==> config.mk <==
export PLATFORM = sky130hd
export DESIGN_NAME = cpu_irl_combiner
export DESIGN_NICKNAME = d
export VERILOG_FILES = /design/src/rtl/lvlcomb_pkg.sv /design/src/rtl/lvlcomb_pend.sv /design/src/rtl/lvlcomb_merge.sv /design/src/rtl/cpu_irl_combiner.sv
export SDC_FILE = /design/constraint.sdc
export NUM_CORES = 1
export LEC_CHECK = 0
export CORE_MARGIN = 2
export CORE_UTILIZATION = 28
export DETAILED_ROUTE_END_ITERATION = 8
export HOLD_SLACK_MARGIN = 0.08
export PLACE_DENSITY_LB_ADDON = 0.12
export RECOVER_POWER = 25
export SETUP_SLACK_MARGIN = 0.02
export SYNTH_ARGS = -nofsm -noshare
export SYNTH_HDL_FRONTEND = slang
export SYNTH_SLANG_ARGS = --single-unit
==> constraint.sdc <==
create_clock -name clk -period 1.65 [get_ports clk]
set_input_delay 0.4125 -clock clk [delete_from_list [all_inputs] [get_ports clk]]
set_output_delay 0.4125 -clock clk [all_outputs]
set_load 0.03 [all_outputs]
==> src/rtl/lvlcomb_pkg.sv <==
package lvlcomb_pkg;
    localparam int unsigned NLVL    = 15;
    localparam int unsigned DW      = 32;
    localparam int unsigned AW      = 2;
    localparam int unsigned SOFT_LO = DW - NLVL;      // lowest soft bit
    localparam int unsigned TBIT    = NLVL - 1;       // timer copy
    localparam int unsigned HBIT    = NLVL;           // level-15 latch
    localparam int unsigned PADW    = DW - NLVL - 1;

    typedef logic [DW-1:0] word_t;

    typedef enum logic [AW-1:0] {
        OFS_PEND = 2'd0,
        OFS_CLR  = 2'd1,
        OFS_SET  = 2'd2,
        OFS_NONE = 2'd3
    } ofs_e;

    typedef struct packed {
        logic          en;
        logic          we;
        logic [AW-1:0] addr;
        word_t         wdata;
    } bus_req_t;

    function automatic word_t soft_mask();
        return {{NLVL{1'b1}}, {SOFT_LO{1'b0}}};
    endfunction

    function automatic word_t clr_mask();
        word_t m;
        m       = soft_mask();
        m[HBIT] = 1'b1;
        return m;
    endfunction
endpackage

==> src/rtl/lvlcomb_pend.sv <==
module lvlcomb_pend
    import lvlcomb_pkg::*;
(
    input  logic     clk,
    input  logic     rst,
    input  bus_req_t req,
    input  logic     timer_i,
    input  logic     l15_i,
    output word_t    pend_o
);
    word_t pend_q, pend_n;
    logic  l15_prev;
    logic  wr_clr, wr_set, wr_none;

    assign wr_clr  = req.en && req.we && (ofs_e'(req.addr) == OFS_CLR);
    assign wr_set  = req.en && req.we && (ofs_e'(req.addr) == OFS_SET);
    assign wr_none = req.en && req.we && (ofs_e'(req.addr) == OFS_NONE);

    always_comb begin
        pend_n = pend_q;
        if (wr_clr) pend_n = pend_n & ~(req.wdata & clr_mask());
        if (wr_set) pend_n = pend_n | (req.wdata & soft_mask());
        pend_n[TBIT] = timer_i;
        if (l15_i && !l15_prev)      pend_n[HBIT] = 1'b1;
        else if (!l15_i && l15_prev) pend_n[HBIT] = 1'b0;
    end

    always_ff @(posedge clk) begin
        if (rst) begin
            pend_q   <= '0;
            l15_prev <= 1'b0;
        end else begin
            pend_q   <= pend_n;
            l15_prev <= l15_i;
        end
    end

    assign pend_o = pend_q;

    p_set_soft_r2: assert property (@(posedge clk) disable iff (rst)
        wr_set |=> ((pend_q & $past(req.wdata & soft_mask())) == $past(req.wdata & soft_mask())));
    p_unmapped_wr_r9: assert property (@(posedge clk) disable iff (rst)
        (wr_none && $stable(l15_i)) |=> ($past(pend_q[DW-1:SOFT_LO]) == pend_q[DW-1:SOFT_LO]));
    p_timer_copy_r4: assert property (@(posedge clk) disable iff (rst)
        1'b1 |=> (pend_q[TBIT] == $past(timer_i)));
endmodule

==> src/rtl/lvlcomb_merge.sv <==
module lvlcomb_merge
    import lvlcomb_pkg::*;
(
    input  logic            clk,
    input  logic            rst,
    input  logic [NLVL:1]   soft_i,
    input  logic            tmr_i,
    input  logic            l15_i,
    input  logic [NLVL:1]   live_i,
    input  logic            mdis_i,
    output logic [NLVL:1]   irl_o
);
    logic [NLVL:1] gated, nxt, irl_q;

    always_comb begin
        gated       = live_i;
        gated[TBIT] = gated[TBIT] | tmr_i;
        gated[HBIT] = gated[HBIT] | l15_i;
        if (mdis_i) gated = '0;
        nxt = gated | soft_i;
    end

    for (genvar l = 1; l <= NLVL; l++) begin : g_line
        always_ff @(posedge clk) begin
            if (rst)
                irl_q[l] <= 1'b0;
            else if (nxt[l] != irl_q[l])
                irl_q[l] <= nxt[l];
        end
    end

    assign irl_o = irl_q;

    p_soft_unmasked_r6: assert property (@(posedge clk) disable iff (rst)
        (soft_i != '0) |=> ((irl_o & $past(soft_i)) == $past(soft_i)));
    p_mdis_gate_r7: assert property (@(posedge clk) disable iff (rst)
        (mdis_i && soft_i == '0) |=> (irl_o == '0));
endmodule

==> src/rtl/cpu_irl_combiner.sv <==
module cpu_irl_combiner
    import lvlcomb_pkg::*;
(
    input  logic                clk,
    input  logic                rst,
    input  logic                bus_en_i,
    input  logic                bus_we_i,
    input  logic [AW-1:0]       bus_addr_i,
    input  logic [DW-1:0]       bus_wdata_i,
    output logic [DW-1:0]       bus_rdata_o,
    input  logic [NLVL:1]       hard_seen_i,
    input  logic [NLVL:1]       hard_live_i,
    input  logic                mdis_i,
    input  logic                timer_i,
    input  logic                l15_i,
    output logic [NLVL:1]       irl_o
);
    bus_req_t req;
    word_t    pend, view;
    logic     rd_pend;

    assign req = '{en: bus_en_i, we: bus_we_i, addr: bus_addr_i, wdata: bus_wdata_i};

    lvlcomb_pend u_pend (
        .clk     (clk),
        .rst     (rst),
        .req     (req),
        .timer_i (timer_i),
        .l15_i   (l15_i),
        .pend_o  (pend)
    );

    lvlcomb_merge u_merge (
        .clk    (clk),
        .rst    (rst),
        .soft_i (pend[DW-1:SOFT_LO]),
        .tmr_i  (pend[TBIT]),
        .l15_i  (pend[HBIT]),
        .live_i (hard_live_i),
        .mdis_i (mdis_i),
        .irl_o  (irl_o)
    );

    assign view        = pend | {{PADW{1'b0}}, hard_seen_i, 1'b0};
    assign rd_pend     = bus_en_i && !bus_we_i && (ofs_e'(bus_addr_i) == OFS_PEND);
    assign bus_rdata_o = rd_pend ? view : '0;

    p_unmapped_rd_r9: assert property (@(posedge clk)
        (bus_en_i && !bus_we_i && bus_addr_i != '0) |-> (bus_rdata_o == '0));
    p_reset_clear_r10: assert property (@(posedge clk)
        $past(rst) |-> (irl_o == '0));
endmodule

==> impl_metrics.py, run 1 <==
metrics = {
    "sta": {
        "min_period_over_period": 1.07,
        "rsz0062_at_grt": "yes",
        "hold_viol_final": 0,
        "whs_ns": 0.498,
        "setup_slack_ns": -0.115,
        "finalSetupViolCount": 28,
        "drv_slew": 0,
        "finalClockSkew_ns": 0.00160,
        "fmax_mhz": 567,
        "fin_crit_ns": 1.76,
    },
    "synthesis": {
        "synth-seq-area-share": 0.491,
        "syn_avg_cell_area_um2": 8.92,
        "synth_top_flop_cell": "dfxtp_1",
        "synth_edf_count": 0,
        "yosysTopAreaCell": "dfxtp_1",
        "synthesis.instances": 151,
        "ys_types": 21,
        "yosysTopAreaCellShare": 0.491,
        "synth_area_mm2": 0.00135,
        "synth-seq-cells": 33,
        "async_flop_share": 0,
        "synthTopCellsByArea": "dfxtp_1 49%, and2_1 12%, a32o_1 11%, a21oi_1 5.9%, nand2_1 4.5%",
        "ys_warn_count": 0,
    },
    "finish": {
        "fill_cells": 425,
        "fin_cells": 318,
        "drive_above_1_share": 0.345,
        "final_cell_mix": "49 x clkdlybuf4s50_1, 31 x dfxtp_1, 28 x buf_6, 23 x and2_4",
        "nNetsFinal": 334,
        "antenna_cells": 0,
        "layout_commonest_cell": "clkdlybuf4s50_1",
        "syn2layout_area_growth_pct": 100,
    },
    "floorplan": {
        "ios": 118,
        "die_w_um": 73.3,
        "num_rows": 25,
        "initial_utilization": 0.287,
        "die_area_mm2": 0.00538,
        "dieHeight_um": 73.3,
        "coreArea_mm2": 0.00469,
    },
    "drt": {
        "drt_iter0_drc": 48,
        "drtPass1Iterations": 4,
        "postRouteAntennaNets": 0,
        "drcViolationCount": 0,
        "num_vias": 1463,
        "wl_um": 4360,
        "vias_per_cell": 4.60,
        "routedWlPerCell_um": 13.7,
    },
    "global_routing": {
        "grt_max_degree": 17,
        "overflow": 0,
        "antenna_found_initial": 0,
        "grt_pass1_wl_um": 6850,
        "grt_pass1_vias": 1447,
        "grt_usage": 0.169,
    },
    "worst_setup_path": {
        "cp.required_ns": 1.24,
        "crit_fanout": 5,
        "rr_startpoint": "u_pend.pend_o[15]$_SDFF_PP0_",
        "rrSetupSlack_ns": 0.76,
        "r2r_end": "u_pend.pend_o[15]$_SDFF_PP0_",
        "cp-startpoint": "bus_addr_i[0]",
        "cp-end-kind": "output port",
        "worst_ep_arrival_time_ns": 1.35,
        "setup.worst_path.end": "bus_rdata_o[2]",
        "rr_worst_depth": 3,
        "setup.worst_path.start_class": "input pin",
        "path_class": "input pin to output port",
    },
    "placement": {
        "place_congestion": 0.830,
        "dpl.hpwl_um": 3180,
        "dp_cells": 306,
        "place.port_buffers": 99,
    },
    "power_and_ir_drop": {
        "power_density_mw_per_mm2": 655,
        "p_leak_uw": 0.00118,
        "vdd_ir_drop_max_mv": 0.260,
    },
    "flow_run": {
        "maxCapViolCount": 0,
    },
    "cts": {
        "clkTransAtPathRegs_ns": 0.06,
        "clk_latency_ns": 0.28,
        "clkSinkCount": 33,
        "clockBufferDepth": 2,
        "numCtsBuffers": 5,
        "cts-root-buf": "clkbuf_8",
        "h-tree-depth": 2,
        "cts_tree": "built",
    },
    "outcome": {
        "violations": "setup timing",
        "status": "finished, violations left",
    },
    "min_path": {
        "hold_path.class": "flop to flop",
        "hold_depth": 2,
    },
}
==> per-stage QoR <==
stage	area, µm²	setup slack, ns	TNS, ns	util	power (µW)
2_1_floorplan	1440	-0.231	-0.682	-	993
3_3_place_gp	2480	-0.499	-18.33	0.528	1210
3_5_place_dp	2480	-0.503	-18.35	0.528	1210
4_1_cts	2680	-0.134	-2.78	0.572	1790
5_1_grt	2690	-0.183	-4.24	0.574	1850
6_report	2690	-0.115	-2.15	0.574	1760
==> area by class of cell <==
| cell class | count | area (µm²) | area share |
|---|---|---|---|
| Tap cell | 54 | 67.6 | 0.0251 |
| Clock buffer | 5 | 68.8 | 0.0256 |
| Sequential cell | 33 | 663 | 0.246 |
| Inverter | 6 | 22.5 | 0.00836 |
| Multi-Input combinational cell | 102 | 717 | 0.266 |
| Timing Repair Buffer | 115 | 1140 | 0.422 |
| Clock inverter | 3 | 17.5 | 0.00651 |
==> what timing repair did <==
action	in CTS	in global routing
gates cloned	3	0
gates resized for setup	67	8
pin swaps	12	1
hold buffers	0	0
setup endpoints to repair	46	30
buffers inserted	2	0
==> synthesized netlist by cell type (all sizes together), types with 2 or more instances <==
library cell / instances
dfxtp: 33
buf: 8
nor2: 14
and2: 26
a21oi: 16
nand2b: 2
a32o: 15
o21ai: 2
nor4: 2
nand2: 16
nor3: 2
inv: 6
clkbuf: 3
o21a: 2
==> layer usage <==
| metal | up-vias | part of all wire | track usage |
|---|---|---|---|
| li1 | 738 | - | - |
| met2 | 59 | 0.49 | 0.275 |
| met4 | 0 | 0.014 | 0.0586 |
| met1 | 660 | 0.42 | 0.207 |
| met3 | 6 | 0.074 | 0.0604 |
| met5 | - | 0 | 0 |
==> cell families after synthesis <==
kind of cell | Yosys count | share of synthesized area
other cells | 1 | 0.00279
buf+inv | 17 | 0.0595
flops | 33 | 0.491
compound gates | 36 | 0.197
simple gates | 64 | 0.250
==> how the worst min path moves through the flow <==
stage / start / to / slack (ns)
floorplan: flop / u_merge.irl_o[14]$_SDFFE_PP0P_ / 0.45
global placement: flop / u_merge.irl_o[14]$_SDFFE_PP0P_ / 0.47
detailed placement: flop / u_merge.irl_o[14]$_SDFFE_PP0P_ / 0.47
CTS: flop / u_merge.irl_o[14]$_SDFFE_PP0P_ / 0.48
global route: flop / u_merge.irl_o[15]$_SDFFE_PP0P_ / 0.52
finish: flop / u_merge.irl_o[15]$_SDFFE_PP0P_ / 0.50
==> power by group <==
part / internal [µW] / switching [µW]
clock network: 290 / 285
logic: 194 / 153
registers: 828 / 14.4
==> critical path: stages <==
cell	delay [ns]
buf_6	0.09
nand2b_4	0.14
nor3_4	0.20
buf_6	0.14
buf_6	0.11
and2_4	0.14
buf_6	0.12
No activity file was read; power rests on OpenSTA's default activity.
==> run 2: changes to the inputs <==
--- a/config.mk
+++ b/config.mk
@@ -15,3 +15,4 @@
 export SYNTH_ARGS = -nofsm -noshare
 export SYNTH_HDL_FRONTEND = slang
 export SYNTH_SLANG_ARGS = --single-unit
+export TNS_END_PERCENT = 50
==> run 2 against run 1 <==
Against the previous run: sequential share of layout area is 0.56 points lower; first-iteration DRC count is 10% lower; the flow still finishes with violations (setup timing); register-to-register slack hardly changed; largest cell class unchanged; critical path type unchanged; largest power group unchanged.
==> impl_metrics.py, run 2 (same netlist as run 1, synthesis figures left out) <==
metrics = {
    "global_routing": {
        "grt_pass1_vias": 1419,
        "overflow": 0,
        "grt_pass1_wl_um": 6730,
        "grt_max_degree": 19,
        "antenna_found_initial": 0,
        "grt_usage": 0.168,
    },
    "floorplan": {
        "die_w_um": 73.3,
        "initial_utilization": 0.287,
        "coreArea_mm2": 0.00469,
        "ios": 118,
        "num_rows": 25,
        "dieHeight_um": 73.3,
        "die_area_mm2": 0.00538,
    },
    "power_and_ir_drop": {
        "internal-power_uw": 1320,
        "power_density_mw_per_mm2": 645,
        "vdd_ir_drop_max_mv": 0.250,
        "clkPwrFrac": 0.324,
        "p_leak_uw": 0.00120,
        "netSwitchingFraction": 0.255,
        "pwr-share-comb": 0.201,
        "seq_power_share": 0.475,
        "power.net_switching_uw": 451,
    },
    "finish": {
        "layout_commonest_cell": "clkdlybuf4s50_1",
        "nNetsFinal": 334,
        "antenna_cells": 0,
        "final_cell_mix": "49 x clkdlybuf4s50_1, 33 x dfxtp_1, 31 x buf_6, 26 x and2_4",
        "syn2layout_area_growth_pct": 104,
        "drive_above_1_share": 0.333,
        "fin_cells": 318,
        "fill_cells": 411,
    },
    "worst_setup_path": {
        "worst_ep_arrival_time_ns": 1.41,
        "path_class": "input pin to output port",
        "cp.required_ns": 1.24,
        "cp-end-kind": "output port",
        "setup.worst_path.start_class": "input pin",
        "crit_fanout": 5,
    },
    "sta": {
        "setup_slack_ns": -0.176,
        "fin_crit_ns": 1.83,
        "finalSetupViolCount": 28,
        "drv_slew": 0,
        "fmax_mhz": 548,
        "hold_viol_final": 0,
        "rsz0062_at_grt": "yes",
        "finalClockSkew_ns": 0.00511,
        "min_period_over_period": 1.11,
        "whs_ns": 0.498,
        "tns_ns": -3.31,
    },
    "cts": {
        "clockBufferDepth": 2,
        "clkSinkCount": 33,
        "h-tree-depth": 2,
        "postCtsHoldBufs": 0,
        "clkTransAtPathRegs_ns": 0.06,
        "cts_tree": "built",
        "clk_latency_ns": 0.28,
        "numCtsBuffers": 5,
        "cts-root-buf": "clkbuf_8",
    },
    "drt": {
        "wl_um": 4440,
        "routedWlPerCell_um": 13.9,
        "num_vias": 1499,
        "drcViolationCount": 0,
        "drt_iter0_drc": 43,
        "drtPass1Iterations": 4,
        "postRouteAntennaNets": 0,
        "vias_per_cell": 4.71,
    },
    "flow_run": {
        "maxCapViolCount": 0,
    },
    "placement": {
        "place.port_buffers": 99,
        "dpl.hpwl_um": 3120,
        "dp_cells": 304,
        "place_congestion": 0.719,
    },
    "outcome": {
        "violations": "setup timing",
        "status": "finished, violations left",
    },
    "min_path": {
        "hold_path.class": "flop to flop",
    },
}
==> run 2: path summary, 6_finish.rpt <==
check	from	end	slack (ns)	depth (start not counted)
min reg2reg	flop	u_merge.irl_o[10]$_SDFFE_PP0P_	0.50	2
max	bus_addr_i[0]	bus_rdata_o[27]	-0.18	8
max reg2reg	u_pend.pend_o[15]$_SDFF_PP0_	u_pend.pend_o[15]$_SDFF_PP0_	0.75	3
min	flop	u_merge.irl_o[10]$_SDFFE_PP0P_	0.50	2
==> run 2: power groups by stage <==
stage / clock [µW] / sequential [µW] / combinational, µW
floorplan: 0 / 893 / 96.2
global placement: 0 / 859 / 341
detailed placement: 0 / 859 / 345
CTS: 597 / 840 / 361
global route: 634 / 843 / 381
finish: 574 / 841 / 356
==> run 2: worst max-delay path, stage by stage <==
cell	delay [ns]
buf_6	0.09
nand2b_4	0.14
nor3_4	0.15
buf_6	0.14
buf_12	0.11
buf_8	0.11
and2_4	0.14
buf_6	0.12
==> run 2: area by class of cell <==
cell class	instances	area (µm²)	share of cell area
repair buffers	115	1210	0.441
multi-input cells	102	701	0.255
flip-flops and latches	33	661	0.241
clock buffers	6	72.6	0.0264
well taps	54	67.6	0.0246
inverters	6	22.5	0.00820
clock inverters	2	10.0	0.00365
==> run 2: through the flow <==
stage	setup slack (ns)	util	area (µm²)	power (µW)
after floorplan	-0.231	-	1400	989
after global placement	-0.482	0.517	2420	1200
after detailed placement	-0.504	0.517	2420	1200
after CTS	-0.163	0.589	2760	1800
after global routing	-0.235	0.585	2750	1860
final	-0.176	0.585	2750	1770
==> run 2: metal layers <==
layer	vias to the layer above	routed length [µm]	track usage
met1	679	1830	0.197
met3	9	348	0.0590
met4	0	103	0.0727
met2	73	2160	0.277
met5	-	0	0
li1	738	-	-
==> run 2: repair_timing <==
item                       4_1_cts  5_1_grt
setup buffers                    4        0
resized for setup               83        4
gates cloned                     3        0
setup endpoints to repair       46       30
pin swaps                        9        3
